$ cat config.mk
export PLATFORM = sky130hd
export DESIGN_NAME = qseq_top
export DESIGN_NICKNAME = d
export VERILOG_FILES = /design/src/rtl/qseq_pkg.sv /design/src/rtl/qseq_phase.sv /design/src/rtl/qseq_fetch.sv /design/src/rtl/qseq_exec.sv /design/src/rtl/qseq_top.sv
export SDC_FILE = /design/constraint.sdc
export NUM_CORES = 1
export LEC_CHECK = 0
export ABC_AREA = 1
export BUFFER_PORTS_ARGS = -buffer_cell sky130_fd_sc_hd__buf_2
export CAP_MARGIN = 20
export CORE_ASPECT_RATIO = 0.75
export CORE_MARGIN = 1
export CORE_UTILIZATION = 53
export CTS_BUF_LIST = sky130_fd_sc_hd__clkbuf_4 sky130_fd_sc_hd__clkbuf_8 sky130_fd_sc_hd__clkbuf_16
export DETAILED_ROUTE_END_ITERATION = 8
export PLACE_DENSITY_LB_ADDON = 0.1
export SYNTH_ARGS = -nofsm -noshare
export SYNTH_HDL_FRONTEND = slang
export SYNTH_SLANG_ARGS = --single-unit
$ cat constraint.sdc
create_clock -name clk -period 2.1 [get_ports clk]
set_input_delay 0.42 -clock clk [delete_from_list [all_inputs] [get_ports clk]]
set_output_delay 0.42 -clock clk [all_outputs]
set_load 0.02 [all_outputs]
$ cat src/rtl/qseq_pkg.sv
package qseq_pkg;

  localparam int QS_PHASES = 4;
  localparam int QS_Q1 = 0;
  localparam int QS_Q2 = 1;
  localparam int QS_Q3 = 2;
  localparam int QS_Q4 = 3;

  localparam logic [3:0] OP_NOP   = 4'h0;
  localparam logic [3:0] OP_LOAD  = 4'h1;
  localparam logic [3:0] OP_ADD   = 4'h2;
  localparam logic [3:0] OP_STORE = 4'h3;
  localparam logic [3:0] OP_ADDF  = 4'h4;

  // operand is fetched from the file in Q2
  function automatic logic op_reads_file(input logic [3:0] op);
    return (op == OP_LOAD) || (op == OP_ADD) || (op == OP_ADDF);
  endfunction

  // result lands in the accumulator at the end of Q4
  function automatic logic op_writes_acc(input logic [3:0] op);
    return (op == OP_LOAD) || (op == OP_ADD);
  endfunction

  // result lands in the file during Q4
  function automatic logic op_writes_file(input logic [3:0] op);
    return (op == OP_STORE) || (op == OP_ADDF);
  endfunction

endpackage

$ cat src/rtl/qseq_phase.sv
module qseq_phase
  import qseq_pkg::*;
(
  input  logic                 clk,
  input  logic                 rst_n,
  output logic [QS_PHASES-1:0] phase,
  output logic                 cyc_start
);

  logic [QS_PHASES-1:0] ring_q;

  always_ff @(posedge clk or negedge rst_n) begin
    if (!rst_n) ring_q <= QS_PHASES'(1);
    else        ring_q <= {ring_q[QS_PHASES-2:0], ring_q[QS_PHASES-1]};
  end

  assign phase     = ring_q;
  assign cyc_start = ring_q[QS_Q1];

endmodule

$ cat src/rtl/qseq_fetch.sv
module qseq_fetch
  import qseq_pkg::*;
#(
  parameter int AW = 8,
  parameter int IW = 12
) (
  input  logic                 clk,
  input  logic                 rst_n,
  input  logic [QS_PHASES-1:0] phase,
  input  logic [IW-1:0]        pmem_rdata,
  output logic [AW-1:0]        pc,
  output logic [IW-1:0]        ir
);

  logic [AW-1:0] pc_q;
  logic [IW-1:0] fetch_q;
  logic [IW-1:0] ir_q;

  // pc resets to all-ones so that the first Q1 increment lands on 0
  always_ff @(posedge clk or negedge rst_n) begin
    if (!rst_n) begin
      pc_q    <= '1;
      fetch_q <= '0;
      ir_q    <= '0;
    end else begin
      if (phase[QS_Q1]) begin
        pc_q <= pc_q + AW'(1);
        ir_q <= fetch_q;
      end
      if (phase[QS_Q4]) fetch_q <= pmem_rdata;
    end
  end

  assign pc = pc_q;
  assign ir = ir_q;

endmodule

$ cat src/rtl/qseq_exec.sv
module qseq_exec
  import qseq_pkg::*;
#(
  parameter int AW  = 8,
  parameter int DW  = 8,
  parameter int IW  = 12,
  parameter int OPW = 4
) (
  input  logic                 clk,
  input  logic                 rst_n,
  input  logic [QS_PHASES-1:0] phase,
  input  logic [IW-1:0]        ir,
  output logic [AW-1:0]        dmem_addr,
  output logic                 dmem_re,
  output logic                 dmem_we,
  output logic [DW-1:0]        dmem_wdata,
  input  logic [DW-1:0]        dmem_rdata,
  output logic [DW-1:0]        acc
);

  logic [OPW-1:0] op;
  logic [DW-1:0]  acc_q;
  logic [DW-1:0]  res_q;

  function automatic logic [DW-1:0] alu(input logic [OPW-1:0] o,
                                        input logic [DW-1:0] a,
                                        input logic [DW-1:0] f);
    case (o)
      OP_LOAD:         return f;
      OP_ADD, OP_ADDF: return a + f;
      default:         return a;
    endcase
  endfunction

  assign op        = ir[IW-1 -: OPW];
  assign dmem_addr = ir[AW-1:0];
  assign dmem_re   = phase[QS_Q2] & op_reads_file(op);
  assign dmem_we   = phase[QS_Q4] & op_writes_file(op);
  assign dmem_wdata = res_q;

  always_ff @(posedge clk or negedge rst_n) begin
    if (!rst_n) begin
      acc_q <= '0;
      res_q <= '0;
    end else begin
      if (phase[QS_Q3]) res_q <= alu(op, acc_q, dmem_rdata);
      if (phase[QS_Q4] && op_writes_acc(op)) acc_q <= res_q;
    end
  end

  assign acc = acc_q;

endmodule

$ cat src/rtl/qseq_top.sv
module qseq_top
  import qseq_pkg::*;
#(
  parameter int AW  = 8,
  parameter int DW  = 8,
  parameter int OPW = 4
) (
  input  logic              clk,
  input  logic              rst_n,
  output logic [3:0]        phase,
  output logic              cyc_start,
  output logic [AW-1:0]     pmem_addr,
  input  logic [OPW+AW-1:0] pmem_rdata,
  output logic [AW-1:0]     dmem_addr,
  output logic              dmem_re,
  output logic              dmem_we,
  output logic [DW-1:0]     dmem_wdata,
  input  logic [DW-1:0]     dmem_rdata,
  output logic [DW-1:0]     acc_out
);

  localparam int IW = OPW + AW;

  logic [IW-1:0] ir_word;

  qseq_phase u_phase (
    .clk       (clk),
    .rst_n     (rst_n),
    .phase     (phase),
    .cyc_start (cyc_start)
  );

  qseq_fetch #(.AW(AW), .IW(IW)) u_fetch (
    .clk        (clk),
    .rst_n      (rst_n),
    .phase      (phase),
    .pmem_rdata (pmem_rdata),
    .pc         (pmem_addr),
    .ir         (ir_word)
  );

  qseq_exec #(.AW(AW), .DW(DW), .IW(IW), .OPW(OPW)) u_exec (
    .clk        (clk),
    .rst_n      (rst_n),
    .phase      (phase),
    .ir         (ir_word),
    .dmem_addr  (dmem_addr),
    .dmem_re    (dmem_re),
    .dmem_we    (dmem_we),
    .dmem_wdata (dmem_wdata),
    .dmem_rdata (dmem_rdata),
    .acc        (acc_out)
  );

endmodule

==> results of run 1 <==
## sequential cells by signal, indices dropped and copies added, names as in the netlist
| register | flops |
|---|---|
| u_exec.dmem_wdata | 8 |
| u_fetch.fetch_q | 12 |
| u_fetch.pc | 8 |
| u_fetch.ir | 12 |
| u_phase.phase | 4 |
| u_exec.acc | 8 |
## power by group
part / switching, mW / total, mW / internal [mW]
clock network: 0.326 / 0.607 / 0.281
registers: 0 / 1.00 / 1.00
logic: 0.0397 / 0.0653 / 0.0256
total: 0.365 / 1.67 / 1.31
## critical path: stages (launching register included)
cell and delay (ns):
dfrtp_1 0.41, inv_1 0.13, nand4_1 0.16, a21boi_0 0.23, buf_2 0.21
## per-stage QoR
stage | std cells | area (sq um)
final | 404 | 2970
after global routing | 404 | 2970
after CTS | 404 | 2970
after detailed placement | 396 | 2870
after global placement | 396 | 2870
after floorplan | 291 | 2560
## layout by cell type (no fill, tap or decap), types with 2 or more instances in the layout
master / instances
a21oi_1: 21
buf_2: 60
buf_4: 4
clkbuf_8: 6
dfrtp_1: 43
dfstp_2: 9
ha_1: 8
inv_1: 35
mux2_2: 6
mux2_4: 2
nand2_1: 60
nand3_1: 16
nand3_2: 2
nand4_1: 3
nor2_1: 37
o21ai_0: 14
xor2_1: 7
## layer usage
layer  vias up  track usage (%)
met2        56             30.7
met1       930             33.4
li1       1019                -
met5         -                0
met3         7             4.85
met4         0             6.14
## layout make-up
| cell class | count | area, sq um | area share [%] |
|---|---|---|---|
| Inverter | 36 | 135 | 4.55 |
| Timing Repair Buffer | 65 | 350 | 11.8 |
| Sequential cell | 52 | 1310 | 44.2 |
| Tap cell | 57 | 71.3 | 2.40 |
| Clock inverter | 1 | 7.51 | 0.253 |
| Multi-Input combinational cell | 186 | 1000 | 33.8 |
| Clock buffer | 7 | 90.1 | 3.03 |
## kinds of logic after synthesis
family,after synthesis,share of synthesized area [%]
AND/OR/NAND/NOR,124,20.5
buffers and inverters,53,9.53
flip-flops,52,51.3
AO/OA/AOI/OAI,37,7.38
adder cells (fa/ha/maj),9,4.69
XOR/XNOR,8,2.74
multiplexers,8,3.81
## path summary, 6_finish.rpt
| path | from | endpoint | slack (ns) |
|---|---|---|---|
| setup / recovery | u_fetch.ir[8] | dmem_we | 0.23 |
| hold / removal | rst_n | u_fetch.ir[2] | 0.08 |
| setup reg to reg | u_exec.acc[0] | u_exec.dmem_wdata[2] | 0.33 |
| hold reg to reg | u_phase.phase[1] | u_phase.phase[2] | 0.40 |
| max in group asynchronous | rst_n | u_exec.dmem_wdata[2] | 1.49 |
| min in group clk | pmem_rdata[3] | u_fetch.fetch_q[3] | 0.31 |
==> metrics.csv, run 1 <==
metric,value,unit
Max Fclk,535,MHz
initial antenna violation count,0,
Final setup viols,0,
synth unique cells,30,
GRT Overall Usage,21.8,%
nets,377,
fillers,408,
met1 WL,2.69,mm
status,completed,
Hold WS,0.0766,ns
asr flop ratio synth,100,%
Syn-to-layout area delta,16.0,%
setup ws final,0.232,ns
crit path launch type,flip-flop,
DP HPWL,3.72,mm
reg2reg path depth,7,
clock slew at reported path FFs,0.09,ns
post-layout util,65.3,%
WL/cell,12.7,microns
most common cell in the synthesized netlist,nand2_1,
CTS Root Cell,clkbuf_8,
total wire length,5.11,mm
Area contributors post-synth,"dfrtp_1, dfstp_2, nand2_1",
sequential area share after synthesis,51.3,%
post-route DRC violation count,0,
LEAKAGE,1.62,nW
post-CTS sizing,0,
CTS buffer count,5,
Post-synth EDFFs,0,
Setup Skew,0.00437,ns
ys flop type,dfrtp_1,
Core ar.,0.00455,sq mm
setup TNS,0,ns
Slew Limit Fails,0,
Crit Path Class,reg2out,
Commonest cells post-synth,"nand2_1, dfrtp_1, nor2_1",
Avg Inst Size Synth,8.79,sq um
die area,0.00511,sq mm
Syn Nets,322,
period utilisation layout,88.9,%
postcts setup bufs,0,
crit-path max FO,3,
initial core utilization,56.3,%
Iter 0 DRT Violations,115,
vias per cell,4.98,
layout cell share with drive strength beyond 1,27.7,%
Rel. slew slack,65.2,%
Yosys top cell by area,dfrtp_1,
hold buffers post-CTS,0,
latest clock arrival within the worst-skew pair,0.31,ns
first-pass GRT wire length,8.45,mm
crit path time final,1.87,ns
Final Hold Viols,0,
worst min-delay path category,in2async,
number of global-route vias before repair,1776,
via count,2012,
Site Rows,21,
total power,1.67,mW
crit path capture type,primary output,
Power per Cell Area,564,mW/mm^2
Post-Syn Instances,291,
Worst Path Required,1.68,ns
IO Pins,61,
largest net degree at the start of global routing,32,
"Cell Area, Synth",0.00256,sq mm
Worst VDD drop,430,uV
Antenna Cells,0,
RSZ-0062 raised after global routing,false,
synth warn,0,
WL met2,2.10,mm
Clock Path Buffers,2,
chip width,82.2,microns
maxcap violations,0,
Final ANT Viol Nets,0,
DP Worst Slack,0.240,ns
CP arrival,1.45,ns
Slew @ Worst Pin,0.522,ns
CTS tree,built,
top-area cell type share of the netlist area,42.1,%
IO Port Bufs,60,
CTS H-Tree Depth,2,
Final Wtd Congestion,0.900,
drt pass-1 iters,4,
grt ovf,0,
Synth Register Bits,52,
highest metal used,met4,
# clock sinks,52,
die height,62.2,microns
metal3 WL,263,microns
(Power assumes the default switching activity.)
==> run 2, diff against run 1 <==
ABC_AREA = not set   (was 1)
HOLD_SLACK_MARGIN = 0.03   (was not set)
==> metrics.csv, run 2 <==
metric,value,unit
layout cell share with drive strength beyond 1,48.8,%
worst path cell trace,or3b_2 > a21oi_1 > buf_4,
Power per Cell Area,561,mW/mm^2
WL/cell,14.5,microns
worst min-delay path category,in2reg,
most common cell in the synthesized netlist,dfrtp_1,
period utilisation layout,97.0,%
CTS H-Tree Depth,2,
CTS tree,built,
Final Hold Viols,0,
CTS Root Cell,clkbuf_8,
DP HPWL,3.23,mm
setup ws final,0.0640,ns
# clock sinks,52,
first-pass GRT wire length,6.93,mm
synth warn,0,
Synth Register Bits,52,
Core ar.,0.00452,sq mm
cell at the slowest stage of the critical path,dfrtp_2,
total wire length,4.54,mm
WL met2,1.87,mm
Avg Inst Size Synth,12.6,sq um
status,completed,
IO Pins,61,
multi-input logic area,0.00110,sq mm
crit path capture type,primary output,
maxcap violations,0,
Final setup viols,0,
fillers,377,
Yosys top cell by area,dfrtp_1,
post-layout util,65.2,%
Clock Path Buffers,2,
setup TNS,0,ns
GRT Overall Usage,18.8,%
number of global-route vias before repair,1426,
synth unique cells,38,
Final Wtd Congestion,0.824,
Crit Path Class,reg2out,
crit path launch type,flip-flop,
Site Rows,21,
delay of the slowest critical-path stage,0.49,ns
Commonest cells post-synth,"dfrtp_1, mux2_2, nor2_1",
Post-synth EDFFs,0,
Worst Path Required,1.68,ns
sequential area share after synthesis,51.8,%
via count,1677,
chip width,81.9,microns
RSZ-0062 raised after global routing,false,
DP Worst Slack,0.0315,ns
top-area cell type share of the netlist area,42.4,%
met1 WL,2.36,mm
clock slew at reported path FFs,0.10,ns
post-route DRC violation count,0,
Setup Skew,0.00683,ns
Slew Limit Fails,0,
crit-path max FO,8,
Slew @ Worst Pin,0.584,ns
die area,0.00507,sq mm
vias per cell,5.36,
LEAKAGE,1.49,nW
IO Port Bufs,60,
crit path time final,2.04,ns
ys flop type,dfrtp_1,
Antenna Cells,0,
Worst VDD drop,409,uV
initial antenna violation count,0,
CP arrival,1.62,ns
Reg area,0.00132,sq mm
Post-Syn Instances,201,
initial core utilization,56.1,%
Buf/Inv on CP,1,
gate family responsible for the most delay along the worst path,flip-flops,
Syn Nets,232,
highest metal used,met4,
metal3 WL,280,microns
grt ovf,0,
most frequent cells in the layout,"buf_2, dfrtp_1, mux2_2",
latest clock arrival within the worst-skew pair,0.30,ns
Area contributors post-synth,"dfrtp_1, mux2_2, dfstp_2",
total power,1.65,mW
Final ANT Viol Nets,0,
largest net degree at the start of global routing,43,
asr flop ratio synth,100,%
Max Fclk,491,MHz
Rel. slew slack,61.1,%
nets,286,
"commonest non-fill, non-tap cell in the layout",buf_2,
drt pass-1 iters,4,
Syn-to-layout area delta,16.2,%
"Cell Area, Synth",0.00254,sq mm
Iter 0 DRT Violations,58,
CTS buffer count,5,
die height,61.9,microns
[run 2: area by class of cell]
class / count / share of cell area, %
Clock buffer: 6 / 2.59
Clock inverter: 2 / 0.552
Inverter: 2 / 0.255
Multi-Input combinational cell: 129 / 37.5
Sequential cell: 52 / 44.7
Tap cell: 57 / 2.42
Timing Repair Buffer: 65 / 12.1
[run 2: worst paths after layout]
check                                 startpoint                    to  slack, ns  depth (start not counted)
worst min-delay path              pmem_rdata[11]   u_fetch.fetch_q[11]       0.34                          2
max in group asynchronous                  rst_n         u_fetch.pc[2]       1.02                          3
min in group asynchronous                  rst_n         u_exec.acc[4]       0.52                          2
worst max register to register     u_exec.acc[0]  u_exec.dmem_wdata[6]       0.22                          7
worst max-delay path               u_fetch.ir[9]               dmem_we       0.06                          3
worst min register to register  u_phase.phase[1]      u_phase.phase[2]       0.41                          0
[run 2: cell families after synthesis]
logic type | synth area share, %
simple gates | 8.34
xor+xnor | 5.18
mux | 15.8
buf+inv | 5.08
fa+ha+maj | 4.74
flops | 51.8
compound gates | 9.08
[run 2: through the flow]
| stage | hold slack [ns] | instance area, sq um | std cells |
|---|---|---|---|
| finish | 0.344 | 2950 | 313 |
| global route | 0.330 | 2950 | 313 |
| CTS | 0.332 | 2930 | 313 |
| detailed placement | 0.318 | 2830 | 304 |
| global placement | 0.315 | 2830 | 304 |
| floorplan | 0.124 | 2540 | 201 |
[run 2: report_power, final]
| group | switching (mW) | internal [mW] | leakage, nW |
|---|---|---|---|
| Clock | 0.328 | 0.251 | 0.0448 |
| Sequential | 0.000863 | 1.00 | 0.650 |
| Combinational | 0.0403 | 0.0299 | 0.791 |
| Total | 0.369 | 1.28 | 1.49 |
[run 2: timing repair]
action                                  CTS  global route
endpoints found under the setup margin    0             3
hold buffers                              1             0
resized for setup                         0             6
hold endpoints to repair                 10             0
setup buffers                             0             0
[run 2: per-layer routing]
layer	up-vias	GRT usage, %
met1	799	28.7
met3	5	5.11
met2	49	25.7
li1	824	-
met4	0	6.02
met5	-	0
[run 2: worst register-to-register path, cell delays in order, from the launching register on]
cell,delay (ns)
dfrtp_1,0.42
ha_1,0.25
fa_2,0.38
a211oi_1,0.23
o21ai_0,0.15
a21oi_1,0.13
nand3b_1,0.11
a31oi_1,0.08
==> run 3, diff against run 2 <==
--- a/config.mk
+++ b/config.mk
@@ -12,4 +12,5 @@
 export CORE_UTILIZATION = 53
 export CTS_BUF_LIST = sky130_fd_sc_hd__clkbuf_4 sky130_fd_sc_hd__clkbuf_8 sky130_fd_sc_hd__clkbuf_16
+export CTS_CLUSTER_SIZE = 12
 export DETAILED_ROUTE_END_ITERATION = 8
 export HOLD_SLACK_MARGIN = 0.03
==> constraint.sdc (replaced) <==
create_clock -name clk -period 2.1 [get_ports clk]
set_input_delay 0.105 -clock clk [delete_from_list [all_inputs] [get_ports clk]]
set_output_delay 0.105 -clock clk [all_outputs]
set_load 0.02 [all_outputs]
==> metrics.csv, run 3 (synthesis gave the netlist of run 2 again) <==
metric,value,unit
via count,1764,
Setup Skew,0.00308,ns
crit-path max FO,4,
crit path time final,1.95,ns
IO Port Bufs,60,
met1 WL,2.40,mm
number of global-route vias before repair,1566,
maxcap violations,0,
vias per cell,5.44,
WL/cell,14.9,microns
Sw Share,22.3,%
Iter 0 DRT Violations,70,
Reg power frac,60.2,%
first-pass GRT wire length,7.39,mm
LEAKAGE,1.53,nW
RSZ-0062 raised after global routing,false,
DP HPWL,3.32,mm
Power per Cell Area,550,mW/mm^2
Max Fclk,512,MHz
die area,0.00507,sq mm
post-layout util,67.0,%
highest metal used,met4,
Final setup viols,0,
CTS Root Cell,clkbuf_8,
Clock Path Buffers,2,
grt ovf,0,
total wire length,4.82,mm
Net Switching,0.372,mW
CTS tree,built,
status,completed,
CP arrival,2.12,ns
internal power,1.29,mW
die height,61.9,microns
Site Rows,21,
"commonest non-fill, non-tap cell in the layout",buf_2,
Final Hold Viols,0,
post-route DRC violation count,0,
nets,297,
Core ar.,0.00452,sq mm
latest clock arrival within the worst-skew pair,0.30,ns
GRT Overall Usage,20.0,%
Syn-to-layout area delta,19.4,%
Comb power frac,5.0,%
IO Pins,61,
Final ANT Viol Nets,0,
Antenna Cells,0,
setup TNS,0,ns
clock group share of total power,34.8,%
Worst Path Required,2.26,ns
largest net degree at the start of global routing,53,
drt pass-1 iters,4,
chip width,81.9,microns
initial core utilization,56.1,%
clock slew at reported path FFs,0.09,ns
WL met2,2.05,mm
Rel. slew slack,57.9,%
CTS buffer count,5,
worst min-delay path category,in2reg,
CTS H-Tree Depth,2,
Slew @ Worst Pin,0.632,ns
most frequent cells in the layout,"buf_2, dfrtp_1, mux2_2",
Worst VDD drop,405,uV
Final Wtd Congestion,0.785,
crit path capture type,flip-flop,
Crit Path Class,reg2reg,
# clock sinks,52,
layout cell share with drive strength beyond 1,45.3,%
period utilisation layout,93.0,%
crit path launch type,flip-flop,
Slew Limit Fails,0,
metal3 WL,324,microns
initial antenna violation count,0,
==> run 3: cell count changes in the layout (fill, tap and decap cells not counted), sizes merged <==
cell         before  now
dlygate4sd3       1   12
==> run 3: repair_timing <==
| action | 4_1_cts | 5_1_grt |
|---|---|---|
| hold buffers | 12 | 0 |
| buffers inserted | 0 | 0 |
| resized for setup | 0 | 0 |
| endpoints found under the hold margin | 54 | 0 |
==> run 3: metal layers <==
| metal | global-route usage (%) | vias to the layer above |
|---|---|---|
| li1 | - | 841 |
| met1 | 28.6 | 865 |
| met2 | 29.9 | 50 |
| met3 | 5.69 | 8 |
| met4 | 6.02 | 0 |
| met5 | 0 | - |
==> run 3: through the flow <==
step / std cells / hold WS [ns] / cell area [sq um] / worst slack [ns] / power (mW)
floorplan: 201 / -0.191 / 2540 / 0.209 / 1.04
global placement: 304 / 0.259 / 2820 / 0.209 / 1.09
detailed placement: 304 / 0.261 / 2820 / 0.158 / 1.09
CTS: 324 / 0.0360 / 3030 / 0.148 / 1.69
global route: 324 / 0.0352 / 3030 / 0.0362 / 1.73
finish: 324 / 0.0443 / 3030 / 0.146 / 1.67
==> run 3: cell type report <==
cell class,count,area (sq um)
well taps,57,71.3
repair buffers,76,450
clock inverters,2,16.3
fillers,366,1490
clock buffers,6,76.3
flip-flops and latches,52,1310
multi-input cells,129,1090
inverters,2,7.51
==> run 3: path summary, 6_finish.rpt <==
kind	from	endpoint	slack, ns	cells after the start
worst max-delay path	u_exec.acc[0]	u_exec.dmem_wdata[6]	0.15	7
worst min-delay path	pmem_rdata[11]	u_fetch.fetch_q[11]	0.04	2
worst max register to register	u_exec.acc[0]	u_exec.dmem_wdata[6]	0.15	7
worst min register to register	u_phase.phase[1]	u_phase.phase[2]	0.41	0
max in group asynchronous	rst_n	u_fetch.fetch_q[9]	1.24	3
min in group asynchronous	rst_n	u_exec.acc[6]	0.42	3
==> run 3: power by group through the flow <==
| stage | Sequential [mW] | Clock [mW] | Combinational [mW] |
|---|---|---|---|
| after floorplan | 1.02 | 0 | 0.0175 |
| after global placement | 1.02 | 0 | 0.0660 |
| after detailed placement | 1.02 | 0 | 0.0668 |
| after CTS | 1.00 | 0.599 | 0.0838 |
| after global routing | 1.00 | 0.628 | 0.0942 |
| final | 1.00 | 0.579 | 0.0829 |
==> run 3: worst max-delay path: stages, from the launching register on <==
cell and delay [ns]:
dfrtp_1 0.42, ha_1 0.23, fa_1 0.42, a211oi_1 0.24, o21ai_0 0.17, a21oi_1 0.14, nand3b_1 0.11, a31oi_1 0.08
